`src/rtl/i2s_rx_pkg.sv`:
```
package i2s_rx_pkg;

  // Role of a bit period within one channel slot.
  typedef enum logic [1:0] {
    SLOT_SKEW = 2'd0,  // delay bit right after the word-select edge
    SLOT_DATA = 2'd1,  // one of the word bits, MSB first
    SLOT_IDLE = 2'd2   // line released, pulled low, ignored
  } slot_kind_e;

  function automatic slot_kind_e classify_slot(input int unsigned pos,
                                               input int unsigned word_bits);
    if (pos == 0)              return SLOT_SKEW;
    else if (pos <= word_bits) return SLOT_DATA;
    else                       return SLOT_IDLE;
  endfunction

endpackage

```
`src/rtl/i2s_sck_gen.sv`:
```
module i2s_sck_gen #(
  parameter int DIV = 4
) (
  input  logic clk_i,
  input  logic rst_i,
  input  logic en_i,
  output logic sck_o,
  output logic rise_o,   // sck_o goes high at this clock edge
  output logic fall_o    // sck_o goes low at this clock edge
);
  localparam int CW = (DIV > 1) ? $clog2(DIV) : 1;
  localparam logic [CW-1:0] LAST = CW'(DIV - 1);

  logic [CW-1:0] cnt_q;
  logic          sck_q;
  logic          tick;

  assign tick   = en_i && (cnt_q == LAST);
  assign rise_o = tick && !sck_q;
  assign fall_o = tick && sck_q;
  assign sck_o  = sck_q;

  always_ff @(posedge clk_i) begin
    if (rst_i || !en_i) begin
      cnt_q <= '0;
      sck_q <= 1'b0;
    end else if (tick) begin
      cnt_q <= '0;
      sck_q <= ~sck_q;
    end else begin
      cnt_q <= cnt_q + 1'b1;
    end
  end

endmodule

```
`src/rtl/i2s_frame_ctr.sv`:
```
module i2s_frame_ctr #(
  parameter int SLOT_BITS = 32,
  localparam int FRAME_BITS = 2 * SLOT_BITS,
  localparam int BIT_W = $clog2(FRAME_BITS),
  localparam int POS_W = $clog2(SLOT_BITS)
) (
  input  logic             clk_i,
  input  logic             rst_i,
  input  logic             en_i,
  input  logic             fall_i,
  output logic             ws_o,
  output logic [POS_W-1:0] pos_o
);
  localparam logic [BIT_W-1:0] LAST_BIT = BIT_W'(FRAME_BITS - 1);
  localparam logic [BIT_W-1:0] HALF     = BIT_W'(SLOT_BITS);

  logic [BIT_W-1:0] bit_q;
  logic [BIT_W-1:0] bit_nxt;
  logic             ws_q;

  assign bit_nxt = (bit_q == LAST_BIT) ? '0 : bit_q + 1'b1;
  assign ws_o    = ws_q;
  assign pos_o   = (bit_q >= HALF) ? POS_W'(bit_q - HALF) : POS_W'(bit_q);

  // While stopped, park at the last bit of a right slot so that the
  // first falling edge after enable opens a fresh left slot.
  always_ff @(posedge clk_i) begin
    if (rst_i || !en_i) begin
      bit_q <= LAST_BIT;
      ws_q  <= 1'b1;
    end else if (fall_i) begin
      bit_q <= bit_nxt;
      ws_q  <= (bit_nxt >= HALF);
    end
  end

endmodule

```
`src/rtl/i2s_deser.sv`:
```
module i2s_deser
  import i2s_rx_pkg::*;
#(
  parameter int WORD_BITS = 24,
  parameter int POS_W     = 5
) (
  input  logic                 clk_i,
  input  logic                 rst_i,
  input  logic                 rise_i,
  input  logic                 chan_i,   // 0 = left slot, 1 = right slot
  input  logic [POS_W-1:0]     pos_i,
  input  logic                 sd_i,
  output logic [WORD_BITS-1:0] left_o,
  output logic [WORD_BITS-1:0] right_o,
  output logic                 valid_o
);
  localparam logic [POS_W-1:0] LAST_POS = POS_W'(WORD_BITS);

  slot_kind_e           kind;
  logic [WORD_BITS-1:0] shreg_q;
  logic [WORD_BITS-1:0] left_hold_q;
  logic [WORD_BITS-1:0] left_q;
  logic [WORD_BITS-1:0] right_q;
  logic                 valid_q;
  logic [WORD_BITS-1:0] word_full;

  assign kind      = classify_slot(int'(pos_i), WORD_BITS);
  assign word_full = {shreg_q[WORD_BITS-2:0], sd_i};
  assign left_o    = left_q;
  assign right_o   = right_q;
  assign valid_o   = valid_q;

  always_ff @(posedge clk_i) begin
    if (rst_i) begin
      shreg_q     <= '0;
      left_hold_q <= '0;
      left_q      <= '0;
      right_q     <= '0;
      valid_q     <= 1'b0;
    end else begin
      valid_q <= 1'b0;
      if (rise_i && kind == SLOT_DATA) begin
        shreg_q <= word_full;
        if (pos_i == LAST_POS) begin
          if (!chan_i) begin
            left_hold_q <= word_full;
          end else begin
            left_q  <= left_hold_q;
            right_q <= word_full;
            valid_q <= 1'b1;
          end
        end
      end
    end
  end

endmodule

```
`src/rtl/i2s_mic_rx.sv`:
```
module i2s_mic_rx #(
  parameter int DIV       = 4,
  parameter int SLOT_BITS = 32,
  parameter int WORD_BITS = 24,
  parameter int OUT_W     = 32
) (
  input  logic             clk_i,
  input  logic             rst_i,
  input  logic             en_i,
  output logic             sck_o,
  output logic             ws_o,
  input  logic             sd_i,
  output logic [OUT_W-1:0] left_o,
  output logic [OUT_W-1:0] right_o,
  output logic             valid_o
);
  localparam int POS_W = $clog2(SLOT_BITS);

  logic                 rise;
  logic                 fall;
  logic [POS_W-1:0]     pos;
  logic [WORD_BITS-1:0] left_w;
  logic [WORD_BITS-1:0] right_w;

  i2s_sck_gen #(.DIV(DIV)) u_sck (
    .clk_i (clk_i),
    .rst_i (rst_i),
    .en_i  (en_i),
    .sck_o (sck_o),
    .rise_o(rise),
    .fall_o(fall)
  );

  i2s_frame_ctr #(.SLOT_BITS(SLOT_BITS)) u_frame (
    .clk_i (clk_i),
    .rst_i (rst_i),
    .en_i  (en_i),
    .fall_i(fall),
    .ws_o  (ws_o),
    .pos_o (pos)
  );

  i2s_deser #(.WORD_BITS(WORD_BITS), .POS_W(POS_W)) u_deser (
    .clk_i  (clk_i),
    .rst_i  (rst_i),
    .rise_i (rise),
    .chan_i (ws_o),
    .pos_i  (pos),
    .sd_i   (sd_i),
    .left_o (left_w),
    .right_o(right_w),
    .valid_o(valid_o)
  );

  generate
    if (OUT_W > WORD_BITS) begin : g_sext
      assign left_o  = {{(OUT_W-WORD_BITS){left_w[WORD_BITS-1]}},  left_w};
      assign right_o = {{(OUT_W-WORD_BITS){right_w[WORD_BITS-1]}}, right_w};
    end else begin : g_flat
      assign left_o  = left_w;
      assign right_o = right_w;
    end
  endgenerate

endmodule

```
`config.mk`:
```
export PLATFORM = sky130hd
export DESIGN_NAME = i2s_mic_rx
export DESIGN_NICKNAME = d
export VERILOG_FILES = /design/src/rtl/i2s_rx_pkg.sv /design/src/rtl/i2s_sck_gen.sv /design/src/rtl/i2s_frame_ctr.sv /design/src/rtl/i2s_deser.sv /design/src/rtl/i2s_mic_rx.sv
export SDC_FILE = /design/constraint.sdc
export NUM_CORES = 1
export LEC_CHECK = 0
export BUFFER_PORTS_ARGS = -buffer_cell sky130_fd_sc_hd__buf_2
export CORE_MARGIN = 2
export CORE_UTILIZATION = 52
export CTS_CLUSTER_SIZE = 20
export DETAILED_ROUTE_END_ITERATION = 6
export GPL_TIMING_DRIVEN = 0
export PLACE_DENSITY = 0.73
export SLEW_MARGIN = 40
export SYNTH_ARGS = -nofsm -noshare
export SYNTH_HDL_FRONTEND = slang
export SYNTH_SLANG_ARGS = --single-unit
```
`constraint.sdc`:
```
create_clock -name clk_i -period 5.7 [get_ports clk_i]
set_input_delay 0 -clock clk_i [delete_from_list [all_inputs] [get_ports clk_i]]
set_output_delay 0 -clock clk_i [all_outputs]
set_load 0.005 [all_outputs]
```
==> PnR_summary.wiki, run 1 <==
{| class="wikitable"
! Metric !! Value
|-
| Clock Skew || 0.00944 ns
|-
| Number of pins exceeding their max-slew limit in the final report || 0
|-
| Remaining max-slew budget at the tightest pin || 64.6%
|-
| Number of global-route vias before repair || 2,943
|-
| Unrepaired setup endpoints after global routing || no
|-
| Arithmetic-cell share of the synthesized area counting full adders, half adders and majority gates || 0.957%
|-
| Number of enable flip-flop cells after synthesis || 0
|-
| Leftover overflow at the end of global routing || 0
|-
| Run status || complete, no violations
|-
| Aggregate global-route resource usage || 20.7%
|-
| Total inserted antenna cells || 0
|-
| Max stage delay on crit path || 0.51 ns
|-
| Crit path max-delay family || simple AND/OR/NAND/NOR gates
|-
| Cell Pwr Density || 258 nW/um^2
|-
| Yosys synthesis warning count || 0
|-
| Setup Viol. Count Final || 0
|-
| IR Drop Worst-Case VDD || 0.218 mV
|-
| CP Class || reg -> reg
|-
| Area share of the largest cell type after synthesis || 54.1%
|-
| Horizontal die dimension || 90.9 microns
|-
| Proportion of layout cells with a drive suffix above 1 || 20.6%
|-
| FILL cells || 690
|-
| Global-route wire length before repair || 13.9 mm
|-
| Compound-gate portion of the synthesized area || 11.0%
|-
| Synth cell types || 33
|-
| Clk sinks || 106
|-
| Main combinational cell family by area after synthesis || simple AND/OR/NAND/NOR gates
|-
| Clk pin slew, worst setup/hold paths || 0.10 ns
|-
| Total negative slack || 0 ns
|-
| Area growth, synth to finish || 16.9%
|-
| Max-cap violations || 0
|-
| Synth Register Bits || 106
|-
| Min-Delay Path Class || in -> reg
|-
| Die extent in y || 90.9 microns
|-
| Xor and xnor fraction of the mapped netlist area || 0.893%
|-
| Remaining routing DRC violations || 0
|-
| TritonCTS clock tree || built
|-
| Arr. time, crit path || 2.43 ns
|-
| CTS H-tree lvls || 3
|-
| Clock latency of the later-clocked register in the worst-skew pair || 0.36 ns
|-
| Routability Congestion || 0.804
|-
| Sort of element at the start of the critical path || flop
|-
| Cell chain of the critical path || ha_1 -> nand3b_2 -> nor4_1 -> buf_2 -> buf_2 -> nand2_1 -> a21oi_1
|-
| Share of synthesized area occupied by flip-flops and latches || 54.1%
|-
| Drt pass-1 iters || 4
|-
| Leak || 1.81 nW
|-
| Main flop type after synthesis || sky130_fd_sc_hd__dfxtp_1
|-
| TritonCTS buffer count || 9
|-
| Top area cells in the synthesized netlist || sky130_fd_sc_hd__dfxtp_1, sky130_fd_sc_hd__nand2_1, sky130_fd_sc_hd__a21oi_1
|-
| Worst hold margin || 0.0228 ns
|-
| Average wire per cell in the routed design || 12.4 microns
|-
| Post-synthesis instance area || 3920 sq um
|-
| Worst-path fanout max || 10
|-
| Number of placement rows || 31
|-
| Commonest cells in the synthesized netlist || sky130_fd_sc_hd__nand2_1, sky130_fd_sc_hd__dfxtp_1, sky130_fd_sc_hd__a21oi_1
|-
| Number of cells produced by synthesis || 463
|-
| Detailed-route vias per instance || 4.83
|-
| Post-detailed-placement half-perimeter wirelength || 5.89 mm
|-
| Largest net degree at the start of global routing || 20
|-
| Root buffer cell || sky130_fd_sc_hd__clkbuf_8
|-
| Post-Synthesis Net Count || 470
|-
| Core outline area || 7290 sq um
|-
| Total number of vias || 3,130
|-
| Synthesized-area fraction occupied by and/or/nand/nor cells || 20.4%
|-
| Period Utilization, post-route || 37.6%
|-
| Fraction of registers with async set or reset after synthesis || 0%
|-
| Synth Area per Inst || 8.47 sq um
|-
| Most area-hungry cell type in the Yosys netlist || sky130_fd_sc_hd__dfxtp_1
|-
| Critical path data required time || 5.99 ns
|-
| Buffers inserted by post-CTS timing repair || 0
|-
| Starting density of the core || 53.8%
|-
| Top cell by count, worst path || sky130_fd_sc_hd__buf_2
|-
| Kind of capture point of the worst setup path || flop
|-
| I/O pin count || 71
|-
| Peak clock frequency supported by timing || 0.466 GHz
|-
| Area occupied by multi-input gates || 1540 sq um
|-
| Most frequently used cell type in the post-synthesis netlist || sky130_fd_sc_hd__nand2_1
|-
| Violation count after the first detailed-route iteration || 173
|-
| Slowest CP cell || sky130_fd_sc_hd__nor4_1
|-
| Worst path bufs/invs || 2
|-
| Register area || 2120 sq um
|-
| Layout net count || 551
|-
| Die Footprint || 8250 sq um
|-
| Multiplexer area fraction after synthesis || 5.87%
|-
| Number of buffers added on ports || 69
|-
| Final critical path time including I/O delays and setup || 2.15 ns
|-
| Initial antenna violation count || 0
|-
| Number of hold-slack violations in the final timing report || 0
|-
| Maximum clock path buffer count || 2
|-
| Number of antenna-violating nets in the routed design || 0
|-
| Drt total wl || 8.06 mm
|-
| Measured slew at the worst slew-check pin || 0.531 ns
|}
-- final cells by class --
| class | instances | area share, % |
|---|---|---|
| buffer | 45 | 5.54 |
| timing repair buffer | 70 | 7.75 |
| sequential | 106 | 46.3 |
| multi-input combinational | 309 | 33.5 |
| clock inverter | 7 | 1.28 |
| clock buffer | 9 | 2.70 |
| tap | 99 | 2.70 |
| inverter | 3 | 0.246 |
-- through the flow --
step	instance area, sq um	total power, mW	cells	setup WS, ns	utilization [%]
final	4580	1.18	648	3.55	62.9
after global routing	4580	1.23	648	3.31	62.9
after CTS	4580	1.19	648	3.52	62.9
after detailed placement	4390	0.775	631	3.55	60.2
after global placement	4390	0.775	631	3.56	60.2
after floorplan	3920	0.769	463	3.85	-
-- kinds of logic (layout without fill, tap and decap cells) --
group                    after synthesis  after routing
XOR/XNOR                               4              4
AND/OR/NAND/NOR                      197            197
adder cells (fa/ha/maj)                3              3
buffers and inverters                 48            134
multiplexers                          23             23
flip-flops                           106            106
AO/OA/AOI/OAI                         82             82
-- state kept, by name (all words and copies together) (netlist names) --
signal,count
u_sck.cnt_q,2
u_deser.left_hold_q,24
u_sck.sck_o,1
u_deser.shreg_q,23
u_deser.right_o,24
u_frame.ws_o,1
u_deser.left_o,24
u_deser.valid_o,1
u_frame.bit_q,6
-- power breakdown --
group	internal [mW]	switching [mW]	total (mW)	leakage [nW]
registers	0.741	0.000334	0.741	0.854
clock network	0.167	0.259	0.426	0.0925
logic	0.00373	0.0139	0.0177	0.867
-- cell usage in the layout, fill, tap and decap left out, types with 9 or more instances in the layout --
master and instances:
sky130_fd_sc_hd__a21oi_1 75, sky130_fd_sc_hd__buf_2 74, sky130_fd_sc_hd__buf_4 19, sky130_fd_sc_hd__clkbuf_1 20
sky130_fd_sc_hd__clkbuf_8 9, sky130_fd_sc_hd__dfxtp_1 106, sky130_fd_sc_hd__mux2i_1 23, sky130_fd_sc_hd__nand2_1 150
sky130_fd_sc_hd__nor2_1 27
-- per-layer routing --
metal | up-vias | part of all wire [%] | global-route usage, % | wire length, microns
met4 | 0 | 1.6 | 7.83 | 133
met3 | 14 | 4.9 | 4.01 | 399
met5 | - | 0 | 0 | 0
met1 | 1389 | 51 | 29.5 | 4150
li1 | 1658 | - | - | -
met2 | 69 | 42 | 31.0 | 3380
-- worst paths after layout --
kind,start,to,slack [ns],cells after the start
min reg2reg,u_sck.cnt_q[0],u_sck.cnt_q[0],0.44,1
min,en_i,u_frame.bit_q[4],0.02,3
max,u_sck.cnt_q[0],u_deser.right_o[2],3.55,7
max reg2reg,u_sck.cnt_q[0],u_deser.right_o[2],3.55,7
-- timing repair --
item,in CTS,in global routing
hold endpoints to repair,3,0
hold buffers,1,0
gates resized for setup,0,0
-- worst min-delay path, stage by stage --
cell and delay (ns):
sky130_fd_sc_hd__buf_2 0.12, sky130_fd_sc_hd__nor2b_1 0.17, sky130_fd_sc_hd__nand2_1 0.06
(Power assumes the default switching activity.)
==> run 2: changes to the inputs <==
--- a/config.mk
+++ b/config.mk
@@ -5,13 +5,14 @@
 export SDC_FILE = /design/constraint.sdc
 export NUM_CORES = 1
 export LEC_CHECK = 0
+export ABC_AREA = 1
 export BUFFER_PORTS_ARGS = -buffer_cell sky130_fd_sc_hd__buf_2
 export CORE_MARGIN = 2
-export CORE_UTILIZATION = 52
+export CORE_UTILIZATION = 51
 export CTS_CLUSTER_SIZE = 20
 export DETAILED_ROUTE_END_ITERATION = 6
 export GPL_TIMING_DRIVEN = 0
-export PLACE_DENSITY = 0.73
+export PLACE_DENSITY = 0.74
 export SLEW_MARGIN = 40
 export SYNTH_ARGS = -nofsm -noshare
 export SYNTH_HDL_FRONTEND = slang
==> constraint.sdc (replaced) <==
create_clock -name clk_i -period 1.8 [get_ports clk_i]
set_input_delay 0 -clock clk_i [delete_from_list [all_inputs] [get_ports clk_i]]
set_output_delay 0 -clock clk_i [all_outputs]
set_load 0.005 [all_outputs]
==> PnR_summary.wiki, run 2 <==
{| class="wikitable"
! Metric !! Value
|-
| Run status || complete, no violations
|-
| Yosys synthesis warning count || 0
|-
| Core outline area || 8760 sq um
|-
| Post-Synthesis Net Count || 721
|-
| Cell Pwr Density || 704 nW/um^2
|-
| Die Footprint || 9870 sq um
|-
| Total number of vias || 4,175
|-
| Setup slack, reg-to-reg || 0.09 ns
|-
| Clock latency of the later-clocked register in the worst-skew pair || 0.37 ns
|-
| Post-route design area || 5370 sq um
|-
| Peak clock frequency supported by timing || 0.585 GHz
|-
| Area share of the largest cell type after synthesis || 45.8%
|-
| IR Drop Worst-Case VDD || 0.384 mV
|-
| Max stage delay on crit path || 0.35 ns
|-
| Die extent in y || 99.3 microns
|-
| Clock Skew || 0.0120 ns
|-
| Number of global-route vias before repair || 3,731
|-
| Kind of capture point of the worst setup path || flop
|-
| Global-route wire length before repair || 17.1 mm
|-
| Number of placement rows || 34
|-
| CP Class || reg -> reg
|-
| Max-cap violations || 0
|-
| Horizontal die dimension || 99.3 microns
|-
| Switching pwr || 0.904 mW
|-
| Routability Congestion || 0.870
|-
| Reg-to-Reg End || u_deser.right_o[4]
|-
| Most frequently used cell type in the post-synthesis netlist || sky130_fd_sc_hd__nand2_1
|-
| Sort of element at the start of the critical path || flop
|-
| Aggregate global-route resource usage || 21.3%
|-
| Unrepaired setup endpoints after global routing || yes
|-
| Fraction of registers with async set or reset after synthesis || 0%
|-
| Worst setup path start || u_frame.bit_q[0]
|-
| Commonest cells in the synthesized netlist || sky130_fd_sc_hd__nand2_1, sky130_fd_sc_hd__nor2_1, sky130_fd_sc_hd__inv_1
|-
| Setup Viol. Count Final || 0
|-
| Post-detailed-placement half-perimeter wirelength || 7.32 mm
|-
| Remaining max-slew budget at the tightest pin || 66.6%
|-
| Switching part of the total power || 23.9%
|-
| Number of pins exceeding their max-slew limit in the final report || 0
|-
| Cell chain of the critical path || inv_1 -> ha_1 -> nand2_1 -> nor2_4 -> nand3_4 -> buf_6 -> clkbuf_4 -> nor2_1 -> nor2_1
|-
| Cell-internal power || 2.88 mW
|-
| I/O pin count || 71
|-
| Synth Register Bits || 106
|-
| Drt total wl || 10.2 mm
|-
| Violation count after the first detailed-route iteration || 217
|-
| Final critical path time including I/O delays and setup || 1.71 ns
|-
| Cell Area, Placed || 5120 sq um
|-
| Top cell by count, worst path || sky130_fd_sc_hd__nor2_1
|-
| Share of synthesized area occupied by flip-flops and latches || 45.8%
|-
| Worst path bufs/invs || 3
|-
| Proportion of layout cells with a drive suffix above 1 || 16.0%
|-
| Crit path max-delay family || simple AND/OR/NAND/NOR gates
|-
| Number of hold-slack violations in the final timing report || 0
|-
| Leak || 3.27 nW
|-
| CP Depth || 9
|-
| Share of power burned in combinational logic || 1.9%
|-
| Flop pwr share || 62.0%
|-
| Area growth, synth to finish || 15.9%
|-
| Worst hold margin || 0.0506 ns
|-
| TritonCTS buffer count || 9
|-
| Clk pin slew, worst setup/hold paths || 0.10 ns
|-
| Min-Delay Path Class || in -> reg
|-
| Largest net degree at the start of global routing || 19
|-
| Slowest CP cell || sky130_fd_sc_hd__dfxtp_1
|-
| Number of buffers added on ports || 70
|-
| Most common cell after layout, fill and taps aside || sky130_fd_sc_hd__nand2_1
|-
| Root buffer cell || sky130_fd_sc_hd__clkbuf_8
|-
| Top area cells in the synthesized netlist || sky130_fd_sc_hd__dfxtp_1, sky130_fd_sc_hd__nand2_1, sky130_fd_sc_hd__nor2_1
|-
| Most area-hungry cell type in the Yosys netlist || sky130_fd_sc_hd__dfxtp_1
|-
| CTS H-tree lvls || 3
|-
| Measured slew at the worst slew-check pin || 0.501 ns
|-
| Synth cell types || 20
|-
| Drt pass-1 iters || 5
|-
| Main flop type after synthesis || sky130_fd_sc_hd__dfxtp_1
|-
| Number of cells produced by synthesis || 714
|-
| Layout net count || 806
|-
| Critical R2R Launch || u_frame.bit_q[0]
|-
| Average wire per cell in the routed design || 11.1 microns
|-
| Period Utilization, post-route || 94.9%
|-
| Synth Area per Inst || 6.49 sq um
|-
| Remaining routing DRC violations || 0
|-
| Number of enable flip-flop cells after synthesis || 0
|-
| Most frequent cells in the layout || sky130_fd_sc_hd__nand2_1, sky130_fd_sc_hd__nor2_1, sky130_fd_sc_hd__inv_1, sky130_fd_sc_hd__dfxtp_1, sky130_fd_sc_hd__buf_2
|-
| Post-synthesis instance area || 4640 sq um
|-
| Critical path data required time || 2.07 ns
|-
| Worst-path fanout max || 10
|-
| Number of antenna-violating nets in the routed design || 0
|-
| Leftover overflow at the end of global routing || 0
|-
| FILL cells || 858
|-
| Arr. time, crit path || 1.98 ns
|-
| TritonCTS clock tree || built
|-
| Detailed-route vias per instance || 4.58
|-
| Finished Core Util || 61.3%
|-
| Starting density of the core || 52.9%
|-
| Power share of the clock group || 36.1%
|-
| Initial antenna violation count || 0
|-
| Clk sinks || 106
|-
| Number of cells on the worst reg-to-reg path || 9
|-
| Total inserted antenna cells || 0
|-
| Maximum clock path buffer count || 2
|-
| Capturing instance or port of the critical path || u_deser.right_o[4]
|}
run 2: cell count changes after synthesis, sizes merged, moves of 3 or more:
cell   change
nor2     +148
nand2     +54
inv      +125
nand4     +22
a21oi     -72
nor4       -3
nand3     +12
mux2i     -23
run 2: per-layer routing:
layer  wire [microns]  vias up  track usage [%]
li1                 -     2228                -
met1             5010     1826             29.4
met2             4450      104             33.2
met3              523       17             4.08
met4              165        0             8.11
met5                0        -                0
run 2: timing repair:
item | 4_1_cts | 5_1_grt
hold buffers | 2 | 0
setup endpoints to repair | 11 | 69
hold endpoints to repair | 3 | 0
gates resized for setup | 0 | 28
buffers inserted | 2 | 0
pin swaps | 1 | 0
run 2: final cells by class:
class | instances | area [sq um] | share of cell area [%]
Sequential cell | 106 | 2120 | 39.5
Multi-Input combinational cell | 430 | 1770 | 33.0
Inverter | 129 | 484 | 9.01
Timing Repair Buffer | 74 | 385 | 7.17
Buffer | 49 | 298 | 5.54
Tap cell | 108 | 135 | 2.51
Clock buffer | 9 | 124 | 2.31
Clock inverter | 7 | 53.8 | 1.00
run 2: worst reg2reg max path: stages, from the launching register on:
cell	delay, ns
sky130_fd_sc_hd__dfxtp_1	0.35
sky130_fd_sc_hd__inv_1	0.08
sky130_fd_sc_hd__ha_1	0.17
sky130_fd_sc_hd__nand2_1	0.12
sky130_fd_sc_hd__nor2_4	0.14
sky130_fd_sc_hd__nand3_4	0.14
sky130_fd_sc_hd__buf_6	0.19
sky130_fd_sc_hd__clkbuf_4	0.21
sky130_fd_sc_hd__nor2_1	0.16
sky130_fd_sc_hd__nor2_1	0.06
run 2: how the worst min path moves through the flow:
stage,from,endpoint,slack [ns],cells after the start
2_1_floorplan,rst_i,u_deser.valid_o,0.07,1
3_3_place_gp,rst_i,u_deser.valid_o,0.18,2
3_5_place_dp,rst_i,u_deser.valid_o,0.20,2
4_1_cts,en_i,u_sck.cnt_q[1],0.05,3
5_1_grt,en_i,u_sck.cnt_q[1],0.08,3
6_report,en_i,u_sck.cnt_q[0],0.05,3
run 2: power by group through the flow:
stage	clock [mW]	combinational (mW)	sequential (mW)
final	1.37	0.0726	2.35
after global routing	1.47	0.0824	2.35
after CTS	1.39	0.0731	2.35
after detailed placement	0	0.0693	2.40
after global placement	0	0.0674	2.40
after floorplan	0	0.0464	2.40
run 2: cells by family after synthesis:
logic type / Yosys count / share of synthesized area (%)
AO/OA/AOI/OAI: 7 / 0.864
adder cells (fa/ha/maj): 3 / 0.810
buffers and inverters: 178 / 16.3
flip-flops: 106 / 45.8
AND/OR/NAND/NOR: 420 / 36.3
run 2: per-stage QoR:
step	setup TNS [ns]	power, mW	setup slack (ns)	std cells
2_1_floorplan	0	2.45	0.327	714
3_3_place_gp	-0.0372	2.47	-0.0194	892
3_5_place_dp	-0.0292	2.47	-0.0175	892
4_1_cts	0	3.80	0.0151	912
5_1_grt	-0.0229	3.90	-0.0195	912
6_report	0	3.78	0.0913	912
